$ cat src/rtl/mag_atten_pkg.sv
package mag_atten_pkg;
    localparam int MAG_W_DEF   = 16;
    localparam int ACC_W_DEF   = 32;
    localparam int LVL_W_DEF   = 16;
    localparam int SHIFT_W_DEF = 4;
    localparam int CODE_W_DEF  = 3;
    localparam int EXP_W_DEF   = 4;

    typedef enum logic [1:0] {
        DEC_HOLD = 2'd0,
        DEC_UP   = 2'd1,
        DEC_DOWN = 2'd2
    } step_dec_e;
endpackage

$ cat src/rtl/mag_accum.sv
module mag_accum #(
    parameter int MAG_W = mag_atten_pkg::MAG_W_DEF,
    parameter int ACC_W = mag_atten_pkg::ACC_W_DEF
) (
    input  logic             clk,
    input  logic             rst_n,
    input  logic             en,
    input  logic             win_start,
    input  logic [MAG_W-1:0] mag,
    input  logic             mag_valid,
    output logic [ACC_W-1:0] sum_now
);
    typedef struct packed {
        logic [ACC_W-1:0] acc;
    } acc_state_t;

    acc_state_t st_d, st_q;
    logic [ACC_W-1:0] base_d;
    logic [ACC_W:0]   wide_d;

    always_comb begin
        st_d   = st_q;
        base_d = win_start ? '0 : st_q.acc;
        wide_d = {1'b0, base_d} + (mag_valid ? {{(ACC_W+1-MAG_W){1'b0}}, mag} : '0);
        sum_now = wide_d[ACC_W] ? {ACC_W{1'b1}} : wide_d[ACC_W-1:0];
        st_d.acc = en ? sum_now : '0;
    end

    always_ff @(posedge clk or negedge rst_n) begin
        if (!rst_n) st_q <= '0;
        else        st_q <= st_d;
    end

    // a running sum only grows inside a window
    a_r3_no_wrap: assert property (@(posedge clk) disable iff (!rst_n)
        $past(en && !win_start) |-> (st_q.acc >= $past(st_q.acc)));
    // start without a valid sample leaves zero
    a_r2_start_clear: assert property (@(posedge clk) disable iff (!rst_n)
        $past(win_start && !mag_valid) |-> (st_q.acc == '0));
    // disabled control keeps the sum cleared
    a_r10_off_clear: assert property (@(posedge clk) disable iff (!rst_n)
        $past(!en) |-> (st_q.acc == '0));
endmodule

$ cat src/rtl/norm_slice.sv
module norm_slice #(
    parameter int ACC_W   = mag_atten_pkg::ACC_W_DEF,
    parameter int LVL_W   = mag_atten_pkg::LVL_W_DEF,
    parameter int SHIFT_W = mag_atten_pkg::SHIFT_W_DEF
) (
    input  logic [ACC_W-1:0]   sum_in,
    input  logic [SHIFT_W-1:0] shift_sel,
    output logic [LVL_W-1:0]   level
);
    localparam int SHW = $clog2(ACC_W + 1) + 1;

    logic [ACC_W-1:0] shifted;
    logic [SHW-1:0]   amount;

    always_comb begin
        amount  = SHW'(shift_sel) + SHW'(1);
        shifted = sum_in >> amount;
        if ((shifted >> LVL_W) != '0) level = {LVL_W{1'b1}};
        else                          level = shifted[LVL_W-1:0];
    end
endmodule

$ cat src/rtl/atten_stepper.sv
module atten_stepper #(
    parameter int LVL_W  = mag_atten_pkg::LVL_W_DEF,
    parameter int CODE_W = mag_atten_pkg::CODE_W_DEF
) (
    input  logic              clk,
    input  logic              rst_n,
    input  logic              en,
    input  logic              upd_en,
    input  logic              win_end,
    input  logic [LVL_W-1:0]  level,
    input  logic [LVL_W-1:0]  thr_hi,
    input  logic [LVL_W-1:0]  thr_lo,
    input  logic [CODE_W-1:0] lim_hi,
    input  logic [CODE_W-1:0] lim_lo,
    output logic [CODE_W-1:0] code_q
);
    import mag_atten_pkg::*;

    localparam logic [CODE_W-1:0] CODE_MAX = {CODE_W{1'b1}};

    typedef struct packed {
        logic [CODE_W-1:0] code;
    } step_state_t;

    step_state_t       st_d, st_q;
    step_dec_e         dec_d;
    logic [CODE_W-1:0] stepped_d;
    logic [CODE_W-1:0] clamped_d;
    logic              commit_d;

    always_comb begin
        st_d = st_q;
        if (level > thr_hi)      dec_d = DEC_UP;
        else if (level < thr_lo) dec_d = DEC_DOWN;
        else                     dec_d = DEC_HOLD;

        stepped_d = st_q.code;
        if (dec_d == DEC_UP && st_q.code != CODE_MAX)  stepped_d = st_q.code + 1'b1;
        if (dec_d == DEC_DOWN && st_q.code != '0)      stepped_d = st_q.code - 1'b1;

        clamped_d = stepped_d;
        if (clamped_d < lim_lo) clamped_d = lim_lo;
        if (clamped_d > lim_hi) clamped_d = lim_hi;

        commit_d = en && upd_en && win_end;
        if (commit_d) st_d.code = clamped_d;
    end

    always_ff @(posedge clk or negedge rst_n) begin
        if (!rst_n) st_q <= '0;
        else        st_q <= st_d;
    end

    assign code_q = st_q.code;

    // after an update the code never exceeds the upper limit
    a_r8_upper_bound: assert property (@(posedge clk) disable iff (!rst_n)
        $past(en && upd_en && win_end) |-> (st_q.code <= $past(lim_hi)));
    // code only moves after an enabled window end
    a_r9_change_gated: assert property (@(posedge clk) disable iff (!rst_n)
        (st_q.code != $past(st_q.code)) |-> $past(en && upd_en && win_end));
    // level above upper threshold never lowers a code inside limits
    a_r5_no_drop_on_high: assert property (@(posedge clk) disable iff (!rst_n)
        $past(en && upd_en && win_end && level > thr_hi && code_q <= lim_hi)
        |-> (st_q.code >= $past(st_q.code)));
endmodule

$ cat src/rtl/mag_atten_ctrl.sv
module mag_atten_ctrl #(
    parameter int MAG_W   = mag_atten_pkg::MAG_W_DEF,
    parameter int ACC_W   = mag_atten_pkg::ACC_W_DEF,
    parameter int LVL_W   = mag_atten_pkg::LVL_W_DEF,
    parameter int SHIFT_W = mag_atten_pkg::SHIFT_W_DEF,
    parameter int CODE_W  = mag_atten_pkg::CODE_W_DEF,
    parameter int EXP_W   = mag_atten_pkg::EXP_W_DEF
) (
    input  logic               clk,
    input  logic               rst_n,
    input  logic               en,
    input  logic               upd_en,
    input  logic               exp_in_en,
    input  logic               exp_rc_en,
    input  logic [SHIFT_W-1:0] shift_sel,
    input  logic [LVL_W-1:0]   thr_hi,
    input  logic [LVL_W-1:0]   thr_lo,
    input  logic [CODE_W-1:0]  lim_hi,
    input  logic [CODE_W-1:0]  lim_lo,
    input  logic               win_start,
    input  logic               win_end,
    input  logic [MAG_W-1:0]   mag,
    input  logic               mag_valid,
    input  logic [EXP_W-1:0]   exp_in,
    output logic [CODE_W-1:0]  atten_code,
    output logic [EXP_W:0]     exp_out
);
    localparam int OUT_W = EXP_W + 1;

    logic [ACC_W-1:0] sum_now;
    logic [LVL_W-1:0] level;
    logic [OUT_W-1:0] exp_part_d;
    logic [OUT_W-1:0] code_part_d;

    mag_accum #(.MAG_W(MAG_W), .ACC_W(ACC_W)) u_accum (
        .clk(clk), .rst_n(rst_n), .en(en), .win_start(win_start),
        .mag(mag), .mag_valid(mag_valid), .sum_now(sum_now)
    );

    norm_slice #(.ACC_W(ACC_W), .LVL_W(LVL_W), .SHIFT_W(SHIFT_W)) u_slice (
        .sum_in(sum_now), .shift_sel(shift_sel), .level(level)
    );

    atten_stepper #(.LVL_W(LVL_W), .CODE_W(CODE_W)) u_step (
        .clk(clk), .rst_n(rst_n), .en(en), .upd_en(upd_en), .win_end(win_end),
        .level(level), .thr_hi(thr_hi), .thr_lo(thr_lo),
        .lim_hi(lim_hi), .lim_lo(lim_lo), .code_q(atten_code)
    );

    always_comb begin
        exp_part_d  = exp_in_en ? OUT_W'(exp_in) : '0;
        code_part_d = exp_rc_en ? OUT_W'(atten_code) : '0;
        exp_out     = exp_part_d + code_part_d;
    end

    // with both addends disabled the exponent is zero
    a_r11_exp_zero: assert property (@(posedge clk) disable iff (!rst_n)
        (!exp_in_en && !exp_rc_en) |-> (exp_out == '0));
    // code alone passes straight through
    a_r11_exp_code_only: assert property (@(posedge clk) disable iff (!rst_n)
        (!exp_in_en && exp_rc_en) |-> (exp_out == OUT_W'(atten_code)));
endmodule

$ cat config.mk
export PLATFORM = sky130hd
export DESIGN_NAME = mag_atten_ctrl
export DESIGN_NICKNAME = d
export VERILOG_FILES = /design/src/rtl/mag_atten_pkg.sv /design/src/rtl/mag_accum.sv /design/src/rtl/norm_slice.sv /design/src/rtl/atten_stepper.sv /design/src/rtl/mag_atten_ctrl.sv
export SDC_FILE = /design/constraint.sdc
export NUM_CORES = 1
export LEC_CHECK = 0
export BUFFER_PORTS_ARGS = -buffer_cell sky130_fd_sc_hd__buf_4
export CAP_MARGIN = 20
export CORE_MARGIN = 3
export CORE_UTILIZATION = 30
export CTS_CLUSTER_DIAMETER = 50
export DETAILED_ROUTE_END_ITERATION = 12
export GPL_TIMING_DRIVEN = 0
export HOLD_SLACK_MARGIN = 0.02
export RECOVER_POWER = 50
export SLEW_MARGIN = 0
export SYNTH_ARGS = -nofsm -noshare
export SYNTH_HDL_FRONTEND = slang
export SYNTH_SLANG_ARGS = --single-unit
$ cat constraint.sdc
create_clock -name clk -period 8.28 [get_ports clk]
set_clock_uncertainty 0.05 [all_clocks]
set_input_delay 0.828 -clock clk [delete_from_list [all_inputs] [get_ports clk]]
set_output_delay 0.828 -clock clk [all_outputs]
set_load 0.02 [all_outputs]
* Word level (Yosys, flattened, before mapping)
Index checks and enable logic that the tools add are counted.
Word-level totals: bits in registers 35, output and inout bits 8
Operators by class: add/sub/neg operators 5, reduce and logical (&&, ||, !) cells 6, equal/unequal tests 3, mux-type cells 13, $lt $le $gt $ge 4, shift operators 1
Operators with widths (number):
- 32-bit two-way mux | 3
- 32-bit by 33-bit adder with 33-bit output | 1
- 16-bit two-way mux | 2
- 32-bit nonzero test | 1
- 32-bit by 7-bit >> shifter with 32-bit output | 1
- 16-bit > comparator | 1
- 16-bit < comparator | 1
- 3-bit two-way mux | 5
- 4-bit by 1-bit adder with 5-bit output (second input constant) | 1
- 4-bit by 3-bit adder with 5-bit output | 1
- 1-bit logical AND | 4
- 2-bit two-way mux | 2
- 4-bit two-way mux | 1
- 3-bit by 1-bit adder with 3-bit output (second input constant) | 1
- 3-bit > comparator | 1
- 3-bit < comparator | 1
- 3-bit inequality test (second input constant) | 1
- 3-bit nonzero test | 1
- 3-bit by 1-bit subtractor with 3-bit output (second input constant) | 1
- 2-bit by 1-bit equality test with 1-bit output (second input constant) | 1
- 2-bit equality test (second input constant) | 1

* Logic depth before layout (Yosys ltp)
Gate-level depths: netlist of the first run.
depth after elaboration 17, depth in mapped cells 50

* Modules after synthesis
Synthesis of the first run repeated with hierarchy kept, for this count alone.
Unflattened totals: cells, all modules 706, area, all modules 5863.1 um^2
Modules (own cells, without submodules):
- mag_accum | sequential area each 800.8 um^2, cells each 317, area an instance 2586.2 um^2, instances 1
- norm_slice | sequential area each 0.0 um^2, cells each 188, area an instance 1740.4 um^2, instances 1
- atten_stepper | sequential area each 75.1 um^2, cells each 179, area an instance 1381.3 um^2, instances 1
- mag_atten_ctrl | sequential area each 0.0 um^2, cells each 22, area an instance 155.1 um^2, instances 1

* Worst setup path after synthesis of the first run
No wires, ideal clock.
path type input -> register, start input win_start, end register u_step.st_q, in the netlist u_step.code_q[2], setup slack -997 ps, setup time 128 ps, arrival 9099 ps, cell stages on the path 48, path buffers 6, cell sequence buf_6 > clkbuf_1 > clkbuf_1 > clkbuf_1 > nor2b_1 > ha_1 > buf_2 > a21oi_1 > o21a_1 > a21bo_2 > a31oi_1 > mux2_2 > o21ai_1 > o21ai_1 > o32a_1 > o32a_1 > o41a_1 > nor2b_1 > [... 12 more ...] > nand3b_1 > nor2_1 > a21oi_1 > nor3_1 > ha_1 > a211oi_1 > nand2_1 > a211oi_1 > a211oi_2 > mux2i_1 > inv_1 > ha_1 > a21o_1 > a21oi_1 > a31oi_1 > nor2_1 > a21oi_1 > o21ai_0
Between the ends: longest elaborated chain between the ends 17
RTL lines:
- start: declaration | RTL line mag_atten_ctrl.sv:20 | input logic win_start,
- 32-bit two-way mux (*) | RTL line mag_accum.sv:23 | base_d = win_start ? '0 : st_q.acc;
- 32-bit by 33-bit adder with 33-bit output (*) | RTL line mag_accum.sv:24 | wide_d = {1'b0, base_d} + (mag_valid ? {{(ACC_W+1-MAG_W){1'b0}}, mag} : '0);
- 32-bit two-way mux (*) | RTL line mag_accum.sv:25 | sum_now = wide_d[ACC_W] ? {ACC_W{1'b1}} : wide_d[ACC_W-1:0];
- 32-bit by 7-bit >> shifter with 32-bit output (*) | RTL line norm_slice.sv:17 | shifted = sum_in >> amount;
- 32-bit nonzero test | RTL line norm_slice.sv:18 | if ((shifted >> LVL_W) != '0) level = {LVL_W{1'b1}};
- 16-bit two-way mux (*) | RTL line norm_slice.sv:18
- 16-bit < comparator | RTL line atten_stepper.sv:34 | else if (level < thr_lo) dec_d = DEC_DOWN;
- 2-bit two-way mux | RTL line atten_stepper.sv:34
- 2-bit two-way mux (*) | RTL line atten_stepper.sv:33 | if (level > thr_hi) dec_d = DEC_UP;
- 2-bit by 1-bit equality test with 1-bit output | RTL line atten_stepper.sv:38 | if (dec_d == DEC_UP && st_q.code != CODE_MAX) stepped_d = st_q.code + 1'b1;
- 1-bit logical AND | RTL line atten_stepper.sv:38
- 3-bit two-way mux | RTL line atten_stepper.sv:38
- 3-bit two-way mux (*) | RTL line atten_stepper.sv:39 | if (dec_d == DEC_DOWN && st_q.code != '0) stepped_d = st_q.code - 1'b1;
- 3-bit < comparator | RTL line atten_stepper.sv:42 | if (clamped_d < lim_lo) clamped_d = lim_lo;
- 3-bit two-way mux (*) | RTL line atten_stepper.sv:42
- 3-bit > comparator | RTL line atten_stepper.sv:43 | if (clamped_d > lim_hi) clamped_d = lim_hi;
- 3-bit two-way mux (*) | RTL line atten_stepper.sv:43
- end signal: assignment | RTL line atten_stepper.sv:51 | else st_q <= st_d;
- end: declaration | RTL line atten_stepper.sv:25 | step_state_t st_d, st_q;
Mark *: on every way between the ends. The rest lies on a longest branch, timed or not. A chain may end at the register's enable or synchronous reset.

* Final worst setup path of the first run
start input win_start, end register u_step.st_q, in the netlist u_step.code_q[1]
The elaborated chain is that of the path after synthesis.

==> summary.txt, run 1 <==
Setup path
  • Reg-to-reg startpoint: u_accum.st_q[0]
  • Arr. time, crit path: about 8700 ps
  • Critical Path Most Common Cell: a211oi_2
  • Worst setup path endpoint: u_step.code_q[1]
  • WP data required: roughly 8400 ps
  • Worst-case reg-to-reg path depth: 43
  • Startpoint types: primary input
  • R2R setup slack: roughly 20 ps
  • CP Class: primary input to register
  • R2R Path End: u_step.code_q[1]
  • Crit end category: register
  • CP max stage cell: o41a_1
  • CP Max Fanout: 7
  • CP Launch Point: win_start
  • Worst path max stage delay: between 400 and 500 ps

Clocking
  • CTS buffer count: 5
  • Clk buf depth: 2
  • Clk root buf: clkbuf_16
  • Clock sink total: 35
  • Register clock-pin slew on the reported worst setup and hold paths: 50 ps
  • CTS Hold Buffers Added: 0
  • H-tree levels: 2
  • TritonCTS clock tree: yes
  • Clk Latency, worst-skew pair: between 200 and 300 ps

Logic synthesis
  • Synth top area share: 0.1471
  • Synthesized instance count: approximately 830
  • Area leader, netlist: dfrtp_1
  • Avg Cell Area, Syn: slightly above 7 sq um
  • Syn. warnings: 0
  • Commonest cells post-synth: nor2_1, nand2_1, a21oi_1
  • Synth area leaders: dfrtp_1, ha_1, nor2_1, a21oi_1, nand2_1
  • Post-synth ARST share: 1.000
  • Synth cell types: 81
  • Post-synth net total: 967
  • Seq/Total Area, Yosys: 0.1471
  • Post-synth EDFFs: 0
  • Top-count cell post-synth: nor2_1
  • Register bit total from synthesis: 35
  • Mapped cell area: roughly 0.0060 sq mm
  • Ys flop type: dfrtp_1

Run status
  • Status: complete, but fails checks
  • Failing checks: capacitance limit, slew limit, setup timing

Routing
  • DRC errors left: 0
  • Routed WL: ~21 mm
  • DR iter-0 viols: roughly 670
  • Wire per inst: around 17 um
  • Via/cell ratio: 5.569
  • Post-route ant nets: 0
  • Pre-antenna DRT Iters: 6
  • Vias: between 6k and 7k

Die
  • Initial core utilization: 0.3120
  • Row count: 50
  • I/O pins: 79
  • DIE HEIGHT: ~150 um
  • Die width: about 150 um
  • Die area: about 0.022 sq mm
  • Core footprint: 0.01908 sq mm

Global route
  • Largest net degree at the start of global routing: 36
  • Global route overflow: 0
  • Initial antenna violation count: 0
  • First-pass GRT wire length: approximately 34 mm
  • Total GRT Usage: 0.1904
  • Vias in the first global route: around 6.7k

Power and ir drop
  • Tot Pwr: about 970 uW
  • P per Cell Area: ~120 mW/mm^2
  • VDD IR-drop max: between 0.00015 and 0.0002 V
  • Leak pwr: 3.635 nW

Place
  • Worst slack at placement: -1637 ps
  • Placed Area: ~0.0071 sq mm
  • Detailed Place HPWL: 15.81 mm
  • Gpl congestion: 0.9697
  • # port buffers: 77

STA
  • Setup violators final: 3
  • Worst-Margin Slew: between 2000 and 2500 ps
  • Max-slew violations: 36
  • Final hold vios: 0
  • Slew margin rel.: -0.3847
  • Unrepaired setup endpoints after global routing: true
  • WHS: ~600 ps
  • Fin crit share: 1.036
  • Worst Setup Slack, final: -297.6 ps
  • F_max: 116.6 MHz
  • Tmin final: around 8600 ps

Worst hold path
  • Hold Crit Class: register to register

Finish
  • Layout cells sized above 1: 0.2789
  • Final instance area: just over 0.008 sq mm
  • Antenna cells: 0
  • Synth-to-layout area growth: 39.41%
  • NumNets Final: ~1.1k
  • Layout Utilization: 0.4350

Flow run
  • Max cap viols: 1
-- cell type report --
| class | instances | area, sq um |
|---|---|---|
| well taps | 260 | 325.3 |
| clock buffers | 8 | 156.4 |
| inverters | 59 | 221.5 |
| flip-flops and latches | 35 | 875.8 |
| repair buffers | 139 | 1122 |
| fillers | 1912 | 10780 |
| multi-input cells | 700 | 5339 |
| plain buffers | 38 | 259.0 |
-- power breakdown --
| group | internal [mW] | switching (mW) | total [mW] |
|---|---|---|---|
| logic | 0.266 | 0.306 | 0.572 |
| clock network | 0.128 | 0.0763 | 0.205 |
| registers | 0.184 | 0.0132 | 0.197 |
-- flip-flops by register name (all words and copies together), names as in the netlist --
register       flops
u_accum.st_q      32
u_step.code_q      3
-- metrics by stage --
stage | TNS [ps] | std cells
floorplan | -375.4 | 834
global placement | -4873 | 1171
detailed placement | -4870 | 1171
CTS | -362.5 | 1236
global route | -2143 | 1239
finish | -820.0 | 1239
-- per-layer routing --
layer / vias up / part of all wire / global-route usage
met2: 275 / 0.47 / 0.3169
met5: - / 0 / 0
met1: 3253 / 0.44 / 0.2535
li1: 3309 / - / -
met3: 63 / 0.065 / 0.03486
met4: 0 / 0.031 / 0.05174
-- cells by family (layout without fill, tap and decap cells) --
logic type,count (synthesis),in the layout,share of synthesized area
compound gates,242,242,0.2745
xor+xnor,24,24,0.03531
fa+ha+maj,62,62,0.1328
buf+inv,99,244,0.06557
flops,35,35,0.1471
mux,28,28,0.05065
simple gates,344,344,0.2940
-- placed cells by master, fill, tap and decap left out, types with 17 or more instances in the layout --
master and n:
a21oi_1 51, and2_1 27, buf_4 128, clkbuf_1 25
dfrtp_1 35, ha_1 46, inv_1 58, mux2i_1 19
nand2_1 70, nand3_1 17, nand4_1 17, nor2_1 96
nor2b_1 21, o21ai_0 27
-- critical path: cells and delay by family --
family          cells  cell delay (ps)
mux                 1              210
compound gates     24             4450
simple gates        9              990
fa+ha+maj           4             1180
buf+inv             5              780
xor+xnor            1              210
-- timing repair --
| item | CTS | global route |
|---|---|---|
| buffers inserted | 55 | 3 |
| pin swaps | 48 | 20 |
| gates cloned | 4 | 0 |
| endpoints found under the setup margin | 3 | 3 |
| gates resized for setup | 99 | 30 |
-- how the worst min path moves through the flow --
stage,start,end,slack [ps],cells after the start
floorplan,rst_n,u_accum.st_q[0],480,0
global placement,u_step.code_q[2],u_step.code_q[2],590,2
detailed placement,u_step.code_q[2],u_step.code_q[2],590,2
CTS,rst_n,u_accum.st_q[11],480,1
global route,u_step.code_q[2],u_step.code_q[2],620,2
finish,u_step.code_q[2],u_step.code_q[2],600,2
Power figures use the tool's default switching activity.
==> run 2, diff against run 1 <==
==> constraint.sdc (replaced) <==
create_clock -name clk -period 8.28 [get_ports clk]
set_clock_uncertainty 0.05 [all_clocks]
set_input_delay 1.656 -clock clk [delete_from_list [all_inputs] [get_ports clk]]
set_output_delay 1.656 -clock clk [all_outputs]
set_load 0.02 [all_outputs]
==> run 2 against run 1 <==
The run still ends with capacitance limit, slew limit, setup timing left; setup slack got worse by 1100 ps; largest power group unchanged; critical endpoint unchanged; register-to-register slack improved by 40 ps; non-clock buffer count increased by 10; highest routed layer unchanged; combinational power increased by 1%; flip-flop and latch count unchanged; power increased by 0.73%.
==> summary.txt, run 2 (synthesis gave the netlist of run 1 again) <==
Worst hold path
  • Hold Crit Class: register to register

Finish
  • Commonest non-fill, non-tap cell in the layout: buf_4
  • Layout cells sized above 1: 0.2781
  • NumNets Final: between 1k and 1.5k
  • Highest-count cells in the layout ignoring fill and taps: buf_4, nor2_1, nand2_1
  • Final std cells w/o fill: 1249
  • Antenna cells: 0
  • Biggest register: u_accum.st_q
  • Largest register FFs: 32
  • Synth-to-layout area growth: 39.60%
  • Final instance area: 0.008310 sq mm
  • Largest regs: u_accum.st_q x32, u_step.code_q x3

STA
  • Worst Setup Slack, final: -1360 ps
  • Unrepaired setup endpoints after global routing: true
  • Fin crit share: 1.164
  • Worst-Margin Slew: roughly 2100 ps
  • Final hold vios: 0
  • Slew margin rel.: -0.3882
  • F_max: 103.7 MHz
  • Setup violators final: 3
  • Tmin final: roughly 9600 ps
  • Max-slew violations: 36
  • Setup TNS: -4005 ps
  • WHS: about 600 ps

Setup path
  • CP Max Fanout: 7
  • CP max stage cell: o41a_1
  • R2R Path End: u_step.code_q[1]
  • R2R setup slack: 60 ps
  • CP Class: primary input to register
  • Crit end category: register
  • WP data required: approximately 8400 ps
  • Worst setup path endpoint: u_step.code_q[1]
  • CP Launch Point: win_start
  • Startpoint types: primary input
  • Worst-case reg-to-reg path depth: 42
  • Arr. time, crit path: between 9000 and 10000 ps
  • Worst path max stage delay: approximately 480 ps
  • Reg-to-reg startpoint: u_accum.st_q[0]

Power and ir drop
  • VDD IR-drop max: about 0.00015 V
  • P per Cell Area: 118.0 mW/mm^2
  • Leak pwr: around 3.6 nW

Place
  • Gpl congestion: 0.9697
  • Detailed Place HPWL: around 16 mm
  • Inst Count DP: 1171
  • Placed Area: 0.007057 sq mm
  • # port buffers: 77

Routing
  • Post-route ant nets: 0
  • DR iter-0 viols: 730
  • Wire per inst: about 17 um
  • Via/cell ratio: approximately 5.5
  • Routed WL: ~22 mm
  • Vias: between 6k and 7k
  • Pre-antenna DRT Iters: 5
  • DRC errors left: 0

Clocking
  • H-tree levels: 2
  • Clk root buf: clkbuf_16
  • Clock sink total: 35
  • Clk buf depth: 2
  • CTS Hold Buffers Added: 0
  • Clk Latency, worst-skew pair: just under 300 ps
  • TritonCTS clock tree: yes
  • Register clock-pin slew on the reported worst setup and hold paths: about 60 ps
  • CTS buffer count: 5

Global route
  • Initial antenna violation count: 0
  • Global route overflow: 0
  • First-pass GRT wire length: ~34 mm
  • Vias in the first global route: around 6.6k
  • Total GRT Usage: 0.1893
  • Largest net degree at the start of global routing: 36

Die
  • Die area: around 0.022 sq mm
  • Die width: 146.9 um
  • DIE HEIGHT: ~150 um
  • I/O pins: ~80
  • Initial core utilization: 0.3120
  • Row count: 50
  • Core footprint: 0.01908 sq mm

Run status
  • Status: complete, but fails checks
  • Failing checks: capacitance limit, slew limit, setup timing

Flow run
  • Max cap viols: 1
[run 2: cell count changes in the layout (fill, tap and decap cells not counted), sizes merged]
cell / before / now
buf: 147 / 158
bufbuf: 2 / 0
clkbuf: 36 / 37
[run 2: metrics by stage]
stage | utilization | setup slack [ps] | power, mW
6_report | 0.4355 | -1360 | 0.9810
5_1_grt | 0.4355 | -1880 | 1.053
4_1_cts | 0.4222 | -1208 | 0.9500
3_5_place_dp | 0.3698 | -2465 | 0.6986
3_3_place_gp | 0.3698 | -2477 | 0.6954
2_1_floorplan | - | -965.7 | 0.5618
[run 2: power by group]
| group | switching, mW | leakage (nW) | total (mW) | internal, mW |
|---|---|---|---|---|
| clock | 0.0759 | 0.0772 | 0.204 | 0.128 |
| combinational | 0.308 | 3.08 | 0.580 | 0.272 |
| sequential | 0.0130 | 0.474 | 0.197 | 0.184 |
[run 2: per-layer routing]
metal,vias to the layer above,GRT usage,part of all wire
li1,3322,-,-
met1,3233,0.2536,0.44
met2,268,0.3086,0.47
met3,61,0.03547,0.065
met4,0,0.05927,0.031
met5,-,0,0
[run 2: what timing repair did]
action | 4_1_cts | 5_1_grt
pin swaps | 49 | 19
buffers inserted | 58 | 11
gates cloned | 2 | 0
gates resized for setup | 77 | 40
setup endpoints to repair | 3 | 3
[run 2: critical path: cells and delay by family]
kind | cells | cell delay (ps)
buf+inv | 6 | 760
fa+ha+maj | 4 | 1050
simple gates | 9 | 1190
mux | 2 | 490
compound gates | 25 | 4590
[run 2: worst min path at each step]
stage                          start               end  slack (ps)  cells after the start
global route        u_step.code_q[2]  u_step.code_q[2]         620                      2
floorplan           u_accum.st_q[30]  u_accum.st_q[30]         590                      3
finish              u_step.code_q[2]  u_step.code_q[2]         600                      2
detailed placement  u_step.code_q[2]  u_step.code_q[2]         590                      2
CTS                 u_step.code_q[2]  u_step.code_q[2]         600                      2
global placement    u_step.code_q[2]  u_step.code_q[2]         590                      2
[run 2: final cells by class]
type	count	area, sq um
Fill cell	1934	10770
Timing Repair Buffer	148	1129
Tap cell	260	325.3
Clock buffer	8	156.4
Multi-Input combinational cell	700	5320
Buffer	39	282.8
Sequential cell	35	875.8
Inverter	59	221.5
